File: src/rtl/pkt_strobe_pkg.sv
package pkt_strobe_pkg;

  typedef enum logic [1:0] {
    WS_IDLE  = 2'd0,
    WS_PULSE = 2'd1,
    WS_END   = 2'd2
  } wr_state_e;

  typedef struct packed {
    logic hit_mem;
    logic hit_reg;
    logic reg_word;
  } hdec_t;

endpackage

File: src/rtl/pkt_host_decode.sv
module pkt_host_decode #(
  parameter int HOST_AW   = 16,
  parameter int BANK_BITS = 1,
  parameter int REG_IDX   = 0,
  localparam int WORD_AW  = HOST_AW - 2 - BANK_BITS
) (
  input  logic [HOST_AW-1:0]   addr,
  output pkt_strobe_pkg::hdec_t dec,
  output logic [BANK_BITS-1:0] bank,
  output logic [WORD_AW-1:0]   word
);
  localparam int KEY_W = HOST_AW - 3;
  localparam logic [KEY_W-1:0] REG_KEY = KEY_W'(REG_IDX);

  always_comb begin
    dec.hit_mem  = addr[HOST_AW-1];
    dec.hit_reg  = !addr[HOST_AW-1] && (addr[HOST_AW-2:2] == REG_KEY);
    dec.reg_word = addr[1];
    bank         = addr[HOST_AW-2 -: BANK_BITS];
    word         = addr[WORD_AW:1];
  end
endmodule

File: src/rtl/pkt_wr_timer.sv
module pkt_wr_timer #(
  parameter int WR_CYCLES = 2,
  localparam int CW = $clog2(WR_CYCLES + 1)
) (
  input  logic clk,
  input  logic rst_n,
  input  logic wr_req,
  input  logic preempt,
  output logic pulse,
  output logic done
);
  import pkt_strobe_pkg::*;

  localparam logic [CW-1:0] LAST = CW'(WR_CYCLES - 1);

  wr_state_e      state_q, state_d;
  logic [CW-1:0]  cnt_q, cnt_d;

  always_comb begin
    state_d = state_q;
    cnt_d   = cnt_q;
    unique case (state_q)
      WS_IDLE: begin
        cnt_d = '0;
        if (wr_req && !preempt) state_d = WS_PULSE;
      end
      WS_PULSE: begin
        if (preempt || !wr_req) begin
          state_d = WS_IDLE;
          cnt_d   = '0;
        end else if (cnt_q == LAST) begin
          state_d = WS_END;
          cnt_d   = '0;
        end else begin
          cnt_d = cnt_q + 1'b1;
        end
      end
      WS_END: begin
        if (preempt || !wr_req) state_d = WS_IDLE;
      end
      default: state_d = WS_IDLE;
    endcase
  end

  always_ff @(posedge clk or negedge rst_n) begin
    if (!rst_n) begin
      state_q <= WS_IDLE;
      cnt_q   <= '0;
    end else begin
      state_q <= state_d;
      cnt_q   <= cnt_d;
    end
  end

  assign pulse = (state_q == WS_PULSE) && wr_req && !preempt;
  assign done  = (state_q == WS_END) && !preempt;
endmodule

File: src/rtl/pkt_lane_mux.sv
module pkt_lane_mux #(
  parameter int BANK_BITS = 1,
  parameter int WORD_AW   = 13,
  localparam int NUM_BANKS = 1 << BANK_BITS,
  localparam int CTL_AW    = WORD_AW + BANK_BITS
) (
  input  logic                   ctl_owns,
  input  logic                   host_sel,
  input  logic                   host_rd,
  input  logic                   host_uds,
  input  logic                   host_lds,
  input  pkt_strobe_pkg::hdec_t  hdec,
  input  logic [BANK_BITS-1:0]   hbank,
  input  logic [WORD_AW-1:0]     hword,
  input  logic                   pulse,
  input  logic                   ctl_rd,
  input  logic                   ctl_wr,
  input  logic [CTL_AW-1:0]      ctl_addr,
  output logic [NUM_BANKS-1:0]   mem_cs,
  output logic [WORD_AW-1:0]     mem_addr,
  output logic                   mem_oe,
  output logic                   mem_we_ub,
  output logic                   mem_we_lb,
  output logic                   reg_cs,
  output logic                   reg_sel_data,
  output logic                   reg_oe,
  output logic                   reg_we
);
  logic                 host_side, host_mem, ctl_ok, mem_act;
  logic [BANK_BITS-1:0] bank_sel;

  always_comb begin
    host_side = !ctl_owns && host_sel && (host_uds || host_lds);
    host_mem  = host_side && hdec.hit_mem;
    ctl_ok    = ctl_owns && (ctl_rd ^ ctl_wr);
    mem_act   = host_mem || ctl_ok;
    bank_sel  = ctl_owns ? ctl_addr[CTL_AW-1 -: BANK_BITS] : hbank;
    mem_addr  = ctl_owns ? ctl_addr[WORD_AW-1:0] : hword;

    mem_oe    = (host_mem && host_rd) || (ctl_ok && ctl_rd);
    mem_we_ub = (host_mem && !host_rd && pulse && host_uds) || (ctl_ok && ctl_wr);
    mem_we_lb = (host_mem && !host_rd && pulse && host_lds) || (ctl_ok && ctl_wr);

    reg_cs       = host_side && hdec.hit_reg;
    reg_sel_data = hdec.reg_word;
    reg_oe       = reg_cs && host_rd;
    reg_we       = reg_cs && !host_rd && pulse;
  end

  for (genvar b = 0; b < NUM_BANKS; b++) begin : g_bank
    assign mem_cs[b] = mem_act && (bank_sel == BANK_BITS'(b));
  end
endmodule

File: src/rtl/pkt_mem_strobe_gen.sv
module pkt_mem_strobe_gen #(
  parameter int HOST_AW   = 16,
  parameter int BANK_BITS = 1,
  parameter int REG_IDX   = 0,
  parameter int WR_CYCLES = 2,
  localparam int NUM_BANKS = 1 << BANK_BITS,
  localparam int WORD_AW   = HOST_AW - 2 - BANK_BITS,
  localparam int CTL_AW    = WORD_AW + BANK_BITS
) (
  input  logic                 clk,
  input  logic                 rst_n,
  input  logic                 ctl_owns,
  input  logic                 host_sel,
  input  logic                 host_rd,
  input  logic                 host_uds,
  input  logic                 host_lds,
  input  logic [HOST_AW-1:0]   host_addr,
  input  logic                 ctl_rd,
  input  logic                 ctl_wr,
  input  logic [CTL_AW-1:0]    ctl_addr,
  output logic [NUM_BANKS-1:0] mem_cs,
  output logic [WORD_AW-1:0]   mem_addr,
  output logic                 mem_oe,
  output logic                 mem_we_ub,
  output logic                 mem_we_lb,
  output logic                 reg_cs,
  output logic                 reg_sel_data,
  output logic                 reg_oe,
  output logic                 reg_we,
  output logic                 end_cyc
);
  pkt_strobe_pkg::hdec_t hdec;
  logic [BANK_BITS-1:0]  hbank;
  logic [WORD_AW-1:0]    hword;
  logic                  wr_req, pulse;

  pkt_host_decode #(
    .HOST_AW(HOST_AW), .BANK_BITS(BANK_BITS), .REG_IDX(REG_IDX)
  ) u_dec (
    .addr(host_addr), .dec(hdec), .bank(hbank), .word(hword)
  );

  assign wr_req = host_sel && !host_rd && (host_uds || host_lds);

  pkt_wr_timer #(.WR_CYCLES(WR_CYCLES)) u_timer (
    .clk(clk), .rst_n(rst_n), .wr_req(wr_req), .preempt(ctl_owns),
    .pulse(pulse), .done(end_cyc)
  );

  pkt_lane_mux #(.BANK_BITS(BANK_BITS), .WORD_AW(WORD_AW)) u_mux (
    .ctl_owns(ctl_owns), .host_sel(host_sel), .host_rd(host_rd),
    .host_uds(host_uds), .host_lds(host_lds), .hdec(hdec), .hbank(hbank),
    .hword(hword), .pulse(pulse), .ctl_rd(ctl_rd), .ctl_wr(ctl_wr),
    .ctl_addr(ctl_addr), .mem_cs(mem_cs), .mem_addr(mem_addr),
    .mem_oe(mem_oe), .mem_we_ub(mem_we_ub), .mem_we_lb(mem_we_lb),
    .reg_cs(reg_cs), .reg_sel_data(reg_sel_data), .reg_oe(reg_oe),
    .reg_we(reg_we)
  );
endmodule

File: config.mk
export PLATFORM = sky130hd
export DESIGN_NAME = pkt_mem_strobe_gen
export DESIGN_NICKNAME = d
export VERILOG_FILES = /design/src/rtl/pkt_strobe_pkg.sv /design/src/rtl/pkt_host_decode.sv /design/src/rtl/pkt_wr_timer.sv /design/src/rtl/pkt_lane_mux.sv /design/src/rtl/pkt_mem_strobe_gen.sv
export SDC_FILE = /design/constraint.sdc
export NUM_CORES = 1
export LEC_CHECK = 0
export ABC_AREA = 1
export BUFFER_PORTS_ARGS = -buffer_cell sky130_fd_sc_hd__buf_2
export CORE_MARGIN = 8
export CORE_UTILIZATION = 33
export CTS_BUF_LIST = sky130_fd_sc_hd__clkbuf_4 sky130_fd_sc_hd__clkbuf_8
export DETAILED_ROUTE_END_ITERATION = 8
export PLACE_DENSITY = 0.78
export SLEW_MARGIN = 20
export SYNTH_ARGS = -nofsm -noshare
export SYNTH_HDL_FRONTEND = slang
export SYNTH_SLANG_ARGS = --single-unit
File: constraint.sdc
create_clock -name clk -period 1.4 [get_ports clk]
set_input_delay 0.28 -clock clk [delete_from_list [all_inputs] [get_ports clk]]
set_output_delay 0.28 -clock clk [all_outputs]
set_load 0.02 [all_outputs]
==> results.ini, run 1 <==
[outcome]
status = complete, but fails checks
violations = setup timing

[critical_path]
crit_path_end_kind = output port
reg2reg_depth = 6
arrival_ns = 1.24
startpoint_type = flip-flop
critPathKind = reg -> out
critPathRequiredTime_ns = 1.12
worstReg2RegStart = u_timer.state_q[1]
rr_endpoint = u_timer.cnt_q[0]
crit_path_max_fanout = 4
reg2reg_slack_ns = 0.39

[synthesis]
yosys.cell_types.count = 21
synthesis.area_sq_um = 561
ys_top_cells_by_area = nand2_1, dfrtp_1, inv_1
synth.top_cell.area_share = 0.295
syn_inst = 105
yosys_warnings = 0
yosysTopAreaCell = nand2_1
synth_nets = 144
ys_ff_latch = 4
ys_seq_area_frac = 0.179
syn_area_per_cell_sq_um = 5.34

[cells_and_area]
antennaDiodeCount = 0
nNetsFinal = 216
drive_gt1_frac = 0.537
final_cell_area_sq_um = 1050
fillers = 157
synthToLayoutAreaGrowth_pct = 87.5

[placed_design]
place_congestion = 0.775
post-place-ws_ns = 0.0230
placed_area_sq_um = 893
numPortBuffers = 60
dp_hpwl_um = 1910

[timing]
slew_violations = 0
tightest_slew_ns = 0.253
whs_ns = 0.394
final-hold-violation-count = 0
clock_skew_ns = 0.0000956
layout_min_cycle_time_ns = 1.52
timing.slew.headroom = 0.830
setup_ws_ns = -0.119
rsz0062_at_grt = yes
period_share = 1.08
setup_viol = 4
fmaxAchievable_mhz = 658

[route]
wl_met1_um = 869
drt_first_pass_iters = 4
wl_met3_um = 266
vias_per_cell = 4.70
drc = 0
ant_nets = 0
highest_layer = met4
dr_wl_met2_um = 1300
wirelength_um = 2480
drtIter0Drc = 10
vias = 902
wl_per_cell_um = 12.9

[grt]
grt.total_usage = 0.128
grt_overflow = 0
grt_max_degree = 18
grt_pass1_wl_um = 3550
grt_pass1_vias = 889
antenna_found_initial = 0

[floorplan]
io-pin-count = 62
die_y_um = 57.2
rows = 15
die_x_um = 57.2
initial_core_util = 0.339
core-area_sq_um = 1650
die-area_sq_um = 3270

[clocking]
insertion_delay_ns = 0.23
cts-htree-levels = 1
cts_max_path_buffers = 2
ctsRootBufferMaster = clkbuf_4
clock_sinks = 4
cts_tree = yes
numCtsBuffers = 3
clk_pin_slew_ns = 0.03

[power_and_ir_drop]
p_leak_nw = 0.622
ir_worst_vdd_mv = 0.328
p_per_area_nw_per_um2 = 495

[run]
maxCapViolCount = 0

[min_path]
worstHoldPathType = in -> async

metrics by stage:
stage	utilization	total power [mW]	TNS [ns]	instances
2_1_floorplan	-	0.250	0	105
3_3_place_gp	0.541	0.356	0	184
3_5_place_dp	0.541	0.362	0	184
4_1_cts	0.580	0.514	-0.108	190
5_1_grt	0.636	0.554	-0.577	192
6_report	0.636	0.520	-0.276	192
kinds of logic after synthesis:
family | count (synthesis) | synth area share
buf+inv | 21 | 0.174
flops | 4 | 0.179
simple gates | 67 | 0.507
compound gates | 13 | 0.141
timing repair:
item | CTS | global route
buffers inserted | 2 | 2
hold buffers | 1 | 0
endpoints found under the setup margin | 3 | 8
pin swaps | 2 | 5
gates resized for setup | 7 | 22
hold endpoints to repair | 4 | 0
power breakdown:
group	switching (mW)	internal, mW	leakage, nW
logic	0.154	0.112	0.553
registers	0.000791	0.118	0.0555
clock network	0.0401	0.0953	0.0138
total	0.195	0.325	0.622
per-layer routing:
layer,track usage,up-vias
li1,-,464
met1,0.115,392
met2,0.237,42
met3,0.0621,4
met4,0.0503,0
met5,0,-
area by class of cell:
cell class              count  area, sq um  share of cell area
multi-input cells          80          422               0.401
repair buffers             71          422               0.401
flip-flops and latches      4          100              0.0952
inverters                  17         63.8              0.0607
clock buffers               3         22.5              0.0214
well taps                  17         21.3              0.0202
synth_stat cells:
| cell type | n |
|---|---|
| nor2_4 | 1 |
| o21ai_0 | 6 |
| a21boi_2 | 1 |
| o21ai_1 | 2 |
| nand2_1 | 44 |
| inv_2 | 2 |
| buf_6 | 1 |
| nand3b_1 | 1 |
| a21oi_2 | 1 |
| nor2_1 | 11 |
| a21oi_1 | 2 |
| inv_1 | 15 |
| or2_1 | 1 |
| nor3_1 | 2 |
| nand3_2 | 1 |
| o21ai_2 | 1 |
| nor2_2 | 1 |
| buf_4 | 3 |
| nand3_1 | 4 |
| nand4_1 | 1 |
| dfrtp_1 | 4 |
how the worst max path moves through the flow:
| stage | startpoint | end | slack, ns |
|---|---|---|---|
| after global routing | u_timer.state_q[1] | mem_we_lb | -0.18 |
| after global placement | ctl_owns | reg_we | 0.007 |
| after CTS | u_timer.state_q[1] | mem_we_ub | -0.04 |
| after detailed placement | ctl_owns | mem_we_ub | 0.02 |
| after floorplan | u_timer.state_q[1] | reg_we | 0.11 |
| final | u_timer.state_q[1] | mem_we_lb | -0.12 |
flip-flops by register name, summed over array words and instances, names as in the netlist:
name,flops
u_timer.cnt_q,2
u_timer.state_q,2
placed cells by master, fill, tap and decap left out, types with 4 or more instances in the layout:
cell type / n
nand2_1: 41
inv_1: 13
inv_2: 4
buf_2: 53
nor2_1: 7
buf_6: 5
buf_4: 12
o21ai_0: 6
nor2_4: 4
dfrtp_1: 4
critical path, stage by stage (launching register included):
cell     delay [ns]
dfrtp_1        0.39
inv_2          0.07
nand2_2        0.07
nor2_4         0.16
nand3_2        0.10
nand2_2        0.10
buf_6          0.12
Note: power is estimated with default switching activity, not from simulation.
==> run 2: changes to the inputs <==
ABC_AREA = default   (was 1)
PLACE_DENSITY = 0.81   (was 0.78)
==> run 2 against run 1 <==
  * The run still ends with setup timing left
  * Wire length shrank 1.9%
  * Register-to-register slack lost 0.13 ns
  * Flip-flop and latch count is the same
  * Largest cell class unchanged
  * Critical endpoint is now reg_oe
  * Global-route usage grew 1.4 points
  * Worst setup slack gained 0.0019 ns
  * Power grew 5.7%
  * Clock power grew 10%
  * Combinational power grew 6%
==> results.ini, run 2 <==
[outcome]
status = complete, but fails checks
violations = setup timing

[timing]
clock_skew_ns = 0.00169
final.setup.tns_ns = -0.372
layout_min_cycle_time_ns = 1.52
tightest_slew_ns = 0.362
timing.slew.headroom = 0.759
rsz0062_at_grt = yes
period_share = 1.08
final-hold-violation-count = 0
setup_viol = 5
slew_violations = 0
fmaxAchievable_mhz = 659
setup_ws_ns = -0.117

[placed_design]
place_congestion = 0.777
dp_cells = 133
placed_area_sq_um = 846
dp_hpwl_um = 1870
numPortBuffers = 60

[critical_path]
path_delay_family = simple AND/OR/NAND/NOR gates
critPathRequiredTime_ns = 1.12
arrival_ns = 1.24
crit_path_end_kind = output port
startpoint_type = primary input
crit_path_max_fanout = 3
path_cells = buf_6 > nor4_4 > o2111ai_2 > nor3_2 > buf_4
critPathMaxStageDelay_ns = 0.28
critPathKind = in -> out
path_buf_inv = 2
slowest_stage = nor4_4

[route]
vias = 726
wl_per_cell_um = 17.2
vias_per_cell = 5.15
wirelength_um = 2430
drtIter0Drc = 3
drc = 0
drt_first_pass_iters = 2
ant_nets = 0

[synthesis]
synthArstFlopShare = 1.00
yosys_warnings = 0
ys_ff_latch = 4
ys_seq_area_frac = 0.198
synth_edf_count = 0
yosys.cell_types.count = 25
yosysMostFrequentCell = mux2_2
syn_inst = 56
yosys-top-cells-count = mux2_2, dfrtp_1, inv_1, nor2_1
synthesis.area_sq_um = 505
synth_nets = 95
yosys_most_used_dff = dfrtp_1
syn_area_per_cell_sq_um = 9.03
ys_top_cells_by_area = mux2_2, dfrtp_1, nor4_2
yosysTopAreaCell = mux2_2
synth.top_cell.area_share = 0.290

[cells_and_area]
final_cell_area_sq_um = 1050
multi_input_area_sq_um = 453
drive_gt1_frac = 0.792
ff_latch_area_sq_um = 100
nNetsFinal = 166
synthToLayoutAreaGrowth_pct = 108
fin_cells = 141
antennaDiodeCount = 0
finish.utilization = 0.715
fillers = 116
reg_top3 = u_timer.cnt_q: 2 flops, u_timer.state_q: 2 flops
layout_commonest_cell = buf_2
mostFrequentLayoutCells = buf_2, mux2_2, buf_4

[grt]
antenna_found_initial = 0
grt_max_degree = 18
grt.total_usage = 0.142
grt_overflow = 0
grt_pass1_vias = 764
grt_pass1_wl_um = 3150

[power_and_ir_drop]
power_frac_comb = 0.513
ir_worst_vdd_mv = 0.393
p_clk_frac = 0.270
sw_frac_of_total = 0.363
p_seq_frac = 0.216
p_per_area_nw_per_um2 = 523
p_sw_mw = 0.200
p_int_mw = 0.350
p_leak_nw = 0.518

[clocking]
cts_tree = yes
clock_sinks = 4
insertion_delay_ns = 0.24
cts_max_path_buffers = 2
cts-htree-levels = 1
ctsRootBufferMaster = clkbuf_4
clk_pin_slew_ns = 0.04
numCtsBuffers = 3

[floorplan]
die_x_um = 55.1
rows = 14
core-area_sq_um = 1470
initial_core_util = 0.344
die_y_um = 55.1
die-area_sq_um = 3040
io-pin-count = 62

[min_path]
worstHoldPathType = in -> async

[run]
maxCapViolCount = 0

run 2: repair_timing:
item | in CTS | in global routing
gates cloned | 0 | 0
pin swaps | 9 | 6
resized for setup | 24 | 9
hold buffers | 1 | 0
setup buffers | 3 | 1
endpoints found under the setup margin | 12 | 10
hold endpoints to repair | 4 | 0
run 2: final timing paths:
check	startpoint	depth (start not counted)	slack [ns]	to
max reg2reg	u_timer.state_q[1]	4	0.26	u_timer.cnt_q[0]
min reg2reg	u_timer.cnt_q[0]	1	0.49	u_timer.cnt_q[0]
max in group asynchronous	rst_n	2	0.91	u_timer.cnt_q[1]
min	rst_n	2	0.37	u_timer.state_q[0]
min in group clk	host_sel	3	0.44	u_timer.state_q[1]
max	host_addr[2]	5	-0.12	reg_oe
run 2: final cells by class:
cell class                      instances  area share
Clock buffer                            3      0.0214
Inverter                                4      0.0143
Multi-Input combinational cell         45       0.430
Sequential cell                         4      0.0951
Tap cell                               16      0.0190
Timing Repair Buffer                   69       0.420
run 2: metal layers:
layer | track usage | vias to the layer above | wire [um]
met5 | 0 | - | 0
met4 | 0.0880 | 0 | 20
met3 | 0.0214 | 2 | 193
met2 | 0.274 | 26 | 1390
li1 | - | 357 | -
met1 | 0.136 | 341 | 826
run 2: cells by family after synthesis:
family          after synthesis  synth area share
buf+inv                       7            0.0767
compound gates               12             0.198
xor+xnor                      1            0.0173
mux                          13             0.290
flops                         4             0.198
simple gates                 19             0.220
run 2: worst register-to-register path, cell delays in order, from the launching register on:
cell	delay, ns
dfrtp_1	0.37
nand2b_4	0.18
buf_4	0.15
buf_4	0.12
o31ai_1	0.22
run 2: power by group through the flow:
stage / Clock (mW) / Combinational, mW / Sequential, mW
after floorplan: 0 / 0.124 / 0.120
after global placement: 0 / 0.229 / 0.120
after detailed placement: 0 / 0.235 / 0.120
after CTS: 0.150 / 0.269 / 0.119
after global routing: 0.163 / 0.298 / 0.119
final: 0.149 / 0.282 / 0.119
run 2: metrics by stage:
| step | hold WS [ns] | power (mW) | setup WS (ns) |
|---|---|---|---|
| after floorplan | -0.0156 | 0.244 | -0.0360 |
| after global placement | 0.0832 | 0.349 | -0.266 |
| after detailed placement | 0.0851 | 0.355 | -0.277 |
| after CTS | 0.368 | 0.538 | -0.139 |
| after global routing | 0.380 | 0.580 | -0.165 |
| final | 0.372 | 0.550 | -0.117 |
==> run 3: changes to the inputs <==
--- a/config.mk
+++ b/config.mk
@@ -13,2 +13,3 @@
 export PLACE_DENSITY = 0.81
+export SETUP_SLACK_MARGIN = 0.5
 export SLEW_MARGIN = 20
--- a/constraint.sdc
+++ b/constraint.sdc
@@ -3,2 +3,2 @@
 set_output_delay 0.28 -clock clk [all_outputs]
-set_load 0.02 [all_outputs]
+set_load 0.05 [all_outputs]
==> run 3 against run 2 <==
  * The run now fails in clock tree synthesis
  * Synthesized cell count is the same
  * Area after synthesis is the same
==> results.ini, run 3 <==
[placed_design]
place_congestion = 0.671
dp_hpwl_um = 2000
dp_cells = 142
numPortBuffers = 60

[floorplan]
die_y_um = 55.1
die_x_um = 55.1
initial_core_util = 0.344
rows = 14
io-pin-count = 62

[synthesis]
synth_compound_area_frac = 0.198
syn_inst = 56
ys_ff_latch = 4
synthSimpleGateAreaFrac = 0.220
synth_top_family_by_area = multiplexers
yosys.cell_types.count = 25
syn_area_per_cell_sq_um = 9.03
yosys_most_used_dff = dfrtp_1
synth_edf_count = 0
yosys-top-cells-count = mux2_2, dfrtp_1, inv_1, nor2_1
ys_top_cells_by_area = mux2_2, dfrtp_1, nor4_2
synth_nets = 95
yosysTopAreaCell = mux2_2
synth-xor-area-share = 0.0173
yosys_warnings = 0
muxShareOfSynthArea = 0.290
yosysMostFrequentCell = mux2_2
synthArstFlopShare = 1.00
synth.top_cell.area_share = 0.290
synthesis.area_sq_um = 505
ys_seq_area_frac = 0.198
synthAdderAreaFrac = 0

[clocking]
cts-htree-levels = 1
clock_sinks = 4
cts_setup_buffers = 7
numCtsBuffers = 3
cts_resized = 97
cts_max_path_buffers = 2
ctsRootBufferMaster = clkbuf_4
hold_buffers = 1

[outcome]
status = aborted with a tool error
stop_stage = clock tree synthesis
run.stop_error = [ERROR DPL-0038] Utilization greater than 100%, impossible to legalize

-- run 3: cell counts after synthesis --
Identical to the previous run, type by type.
-- run 3: metrics by stage --
step / utilization / worst slack [ns] / instance area (sq um)
2_1_floorplan: - / -0.349 / 731
3_3_place_gp: 0.748 / -0.387 / 1100
3_5_place_dp: 0.748 / -0.399 / 1100
-- run 3: logic make-up after synthesis --
| logic type | Yosys count |
|---|---|
| and+or+nand+nor | 19 |
| muxes | 13 |
| AOI/OAI and AO/OA | 12 |
| buffers and inverters | 7 |
| DFF | 4 |
| xor gates and xnor gates | 1 |
==> run 4: changes to the inputs <==
CORE_AREA = 8 8 69 71   (was default)
CORE_MARGIN = default   (was 8)
CORE_UTILIZATION = default   (was 33)
CTS_BUF_LIST = default   (was sky130_fd_sc_hd__clkbuf_4 sky130_fd_sc_hd__clkbuf_8)
DIE_AREA = 0 0 77 79   (was default)
PLACE_DENSITY = default   (was 0.81)
PLACE_DENSITY_LB_ADDON = 0.15   (was default)
SETUP_SLACK_MARGIN = default   (was 0.5)
==> run 4 against run 3 <==
  * The flow now finishes, with violations (setup timing)
==> results.ini, run 4 (same netlist as run 2, synthesis figures left out) <==
[power_and_ir_drop]
p_clk_frac = 0.312
p_per_area_nw_per_um2 = 582
power_frac_comb = 0.536
p_leak_nw = 0.624
sw_frac_of_total = 0.390
ir_worst_vdd_mv = 0.220
p_sw_mw = 0.307
p_seq_frac = 0.152
p_int_mw = 0.479

[floorplan]
core-area_sq_um = 3800
die-area_sq_um = 6080
die_x_um = 77
initial_core_util = 0.133
io-pin-count = 62
rows = 23
die_y_um = 79

[critical_path]
startpoint_type = primary input
arrival_ns = 1.33
path_delay_family = simple AND/OR/NAND/NOR gates
reg2reg_depth = 5
crit_path_end = reg_we
slowest_stage = nor4_4
critPathRequiredTime_ns = 1.12
critPathMaxStageDelay_ns = 0.25
rr_endpoint = u_timer.state_q[1]
reg2reg_slack_ns = 0.26
worstReg2RegStart = u_timer.state_q[1]
crit_path_end_kind = output port
crit_path_max_fanout = 2
critical_path_depth = 6
critPathKind = in -> out
crit_start = host_addr[7]
path_buf_inv = 3
path_cells = buf_8 > nor4_4 > nand3_1 > buf_6 > nor4_4 > buf_6

[cells_and_area]
mostFrequentLayoutCells = buf_2, buf_4, mux2_2
reg_top3 = u_timer.cnt_q: 2 flops, u_timer.state_q: 2 flops
antennaDiodeCount = 0
drive_gt1_frac = 0.837
nNetsFinal = 176
layout_commonest_cell = buf_2
synthToLayoutAreaGrowth_pct = 167

[placed_design]
post-place-ws_ns = -0.402
place_congestion = 0.651
numPortBuffers = 60
dp_hpwl_um = 2100

[clocking]
cts-htree-levels = 1
cts_max_path_buffers = 2
cts_tree = yes
insertion_delay_ns = 0.22
clk_pin_slew_ns = 0.04
numCtsBuffers = 3
ctsRootBufferMaster = clkbuf_8
clock_sinks = 4

[timing]
setup_ws_ns = -0.207
period_share = 1.15
final-hold-violation-count = 0
timing.slew.headroom = 0.747
setup_viol = 6
fmaxAchievable_mhz = 622
slew_violations = 0
layout_min_cycle_time_ns = 1.61
final.setup.tns_ns = -0.678
clock_skew_ns = 0.00572
rsz0062_at_grt = yes
tightest_slew_ns = 0.380

[route]
wl_met1_um = 938
ant_nets = 0
vias_per_cell = 4.08
highest_layer = met4
drc = 0
dr_wl_met2_um = 1230
vias = 755
drtIter0Drc = 12
wl_per_cell_um = 13.1
drt_first_pass_iters = 2
wl_met3_um = 243
wirelength_um = 2430

[grt]
grt_max_degree = 17
antenna_found_initial = 0
grt.total_usage = 0.0821
grt_pass1_vias = 900
grt_overflow = 0
grt_pass1_wl_um = 4090

[outcome]
status = complete, but fails checks
violations = setup timing

[min_path]
worstHoldPathType = in -> async

[run]
maxCapViolCount = 0

[run 4: layer usage]
metal  vias up  GRT usage
met4         0     0.0226
met2        42      0.149
met1       337     0.0827
li1        374          -
met3         2     0.0395
met5         -          0
[run 4: worst min path at each step]
stage | start | end | slack [ns]
finish | rst_n | u_timer.state_q[0] | 0.40
detailed placement | rst_n | u_timer.state_q[0] | 0.09
CTS | rst_n | u_timer.state_q[0] | 0.40
global placement | rst_n | u_timer.cnt_q[1] | 0.09
global route | rst_n | u_timer.state_q[0] | 0.40
floorplan | rst_n | u_timer.cnt_q[0] | -0.02
[run 4: what timing repair did]
action | in CTS | in global routing
setup buffers | 3 | 3
hold buffers | 1 | 0
pin swaps | 11 | 7
gates resized for setup | 55 | 6
hold endpoints to repair | 4 | 0
endpoints found under the setup margin | 22 | 8
[run 4: final cells by class]
type	instances	area, sq um
tap	50	62.6
fill	407	2450
inverter	4	17.5
multi-input combinational	45	517
clock buffer	3	41.3
timing repair buffer	79	613
sequential	4	100
[run 4: stage by stage]
stage                     instance area [sq um]  hold slack (ns)  cells   util  power (mW)
after floorplan                             579          -0.0156     56      -       0.344
after global placement                     1010           0.0906    175  0.265       0.472
after detailed placement                   1010           0.0908    175  0.265       0.474
after CTS                                  1310            0.395    182  0.344       0.787
after global routing                       1350            0.404    185  0.356       0.825
final                                      1350            0.395    185  0.356       0.786
[run 4: power groups by stage]
| stage | sequential [mW] | combinational [mW] | clock, mW |
|---|---|---|---|
| 2_1_floorplan | 0.120 | 0.224 | 0 |
| 3_3_place_gp | 0.120 | 0.353 | 0 |
| 3_5_place_dp | 0.120 | 0.355 | 0 |
| 4_1_cts | 0.119 | 0.419 | 0.249 |
| 5_1_grt | 0.119 | 0.447 | 0.258 |
| 6_report | 0.119 | 0.421 | 0.245 |
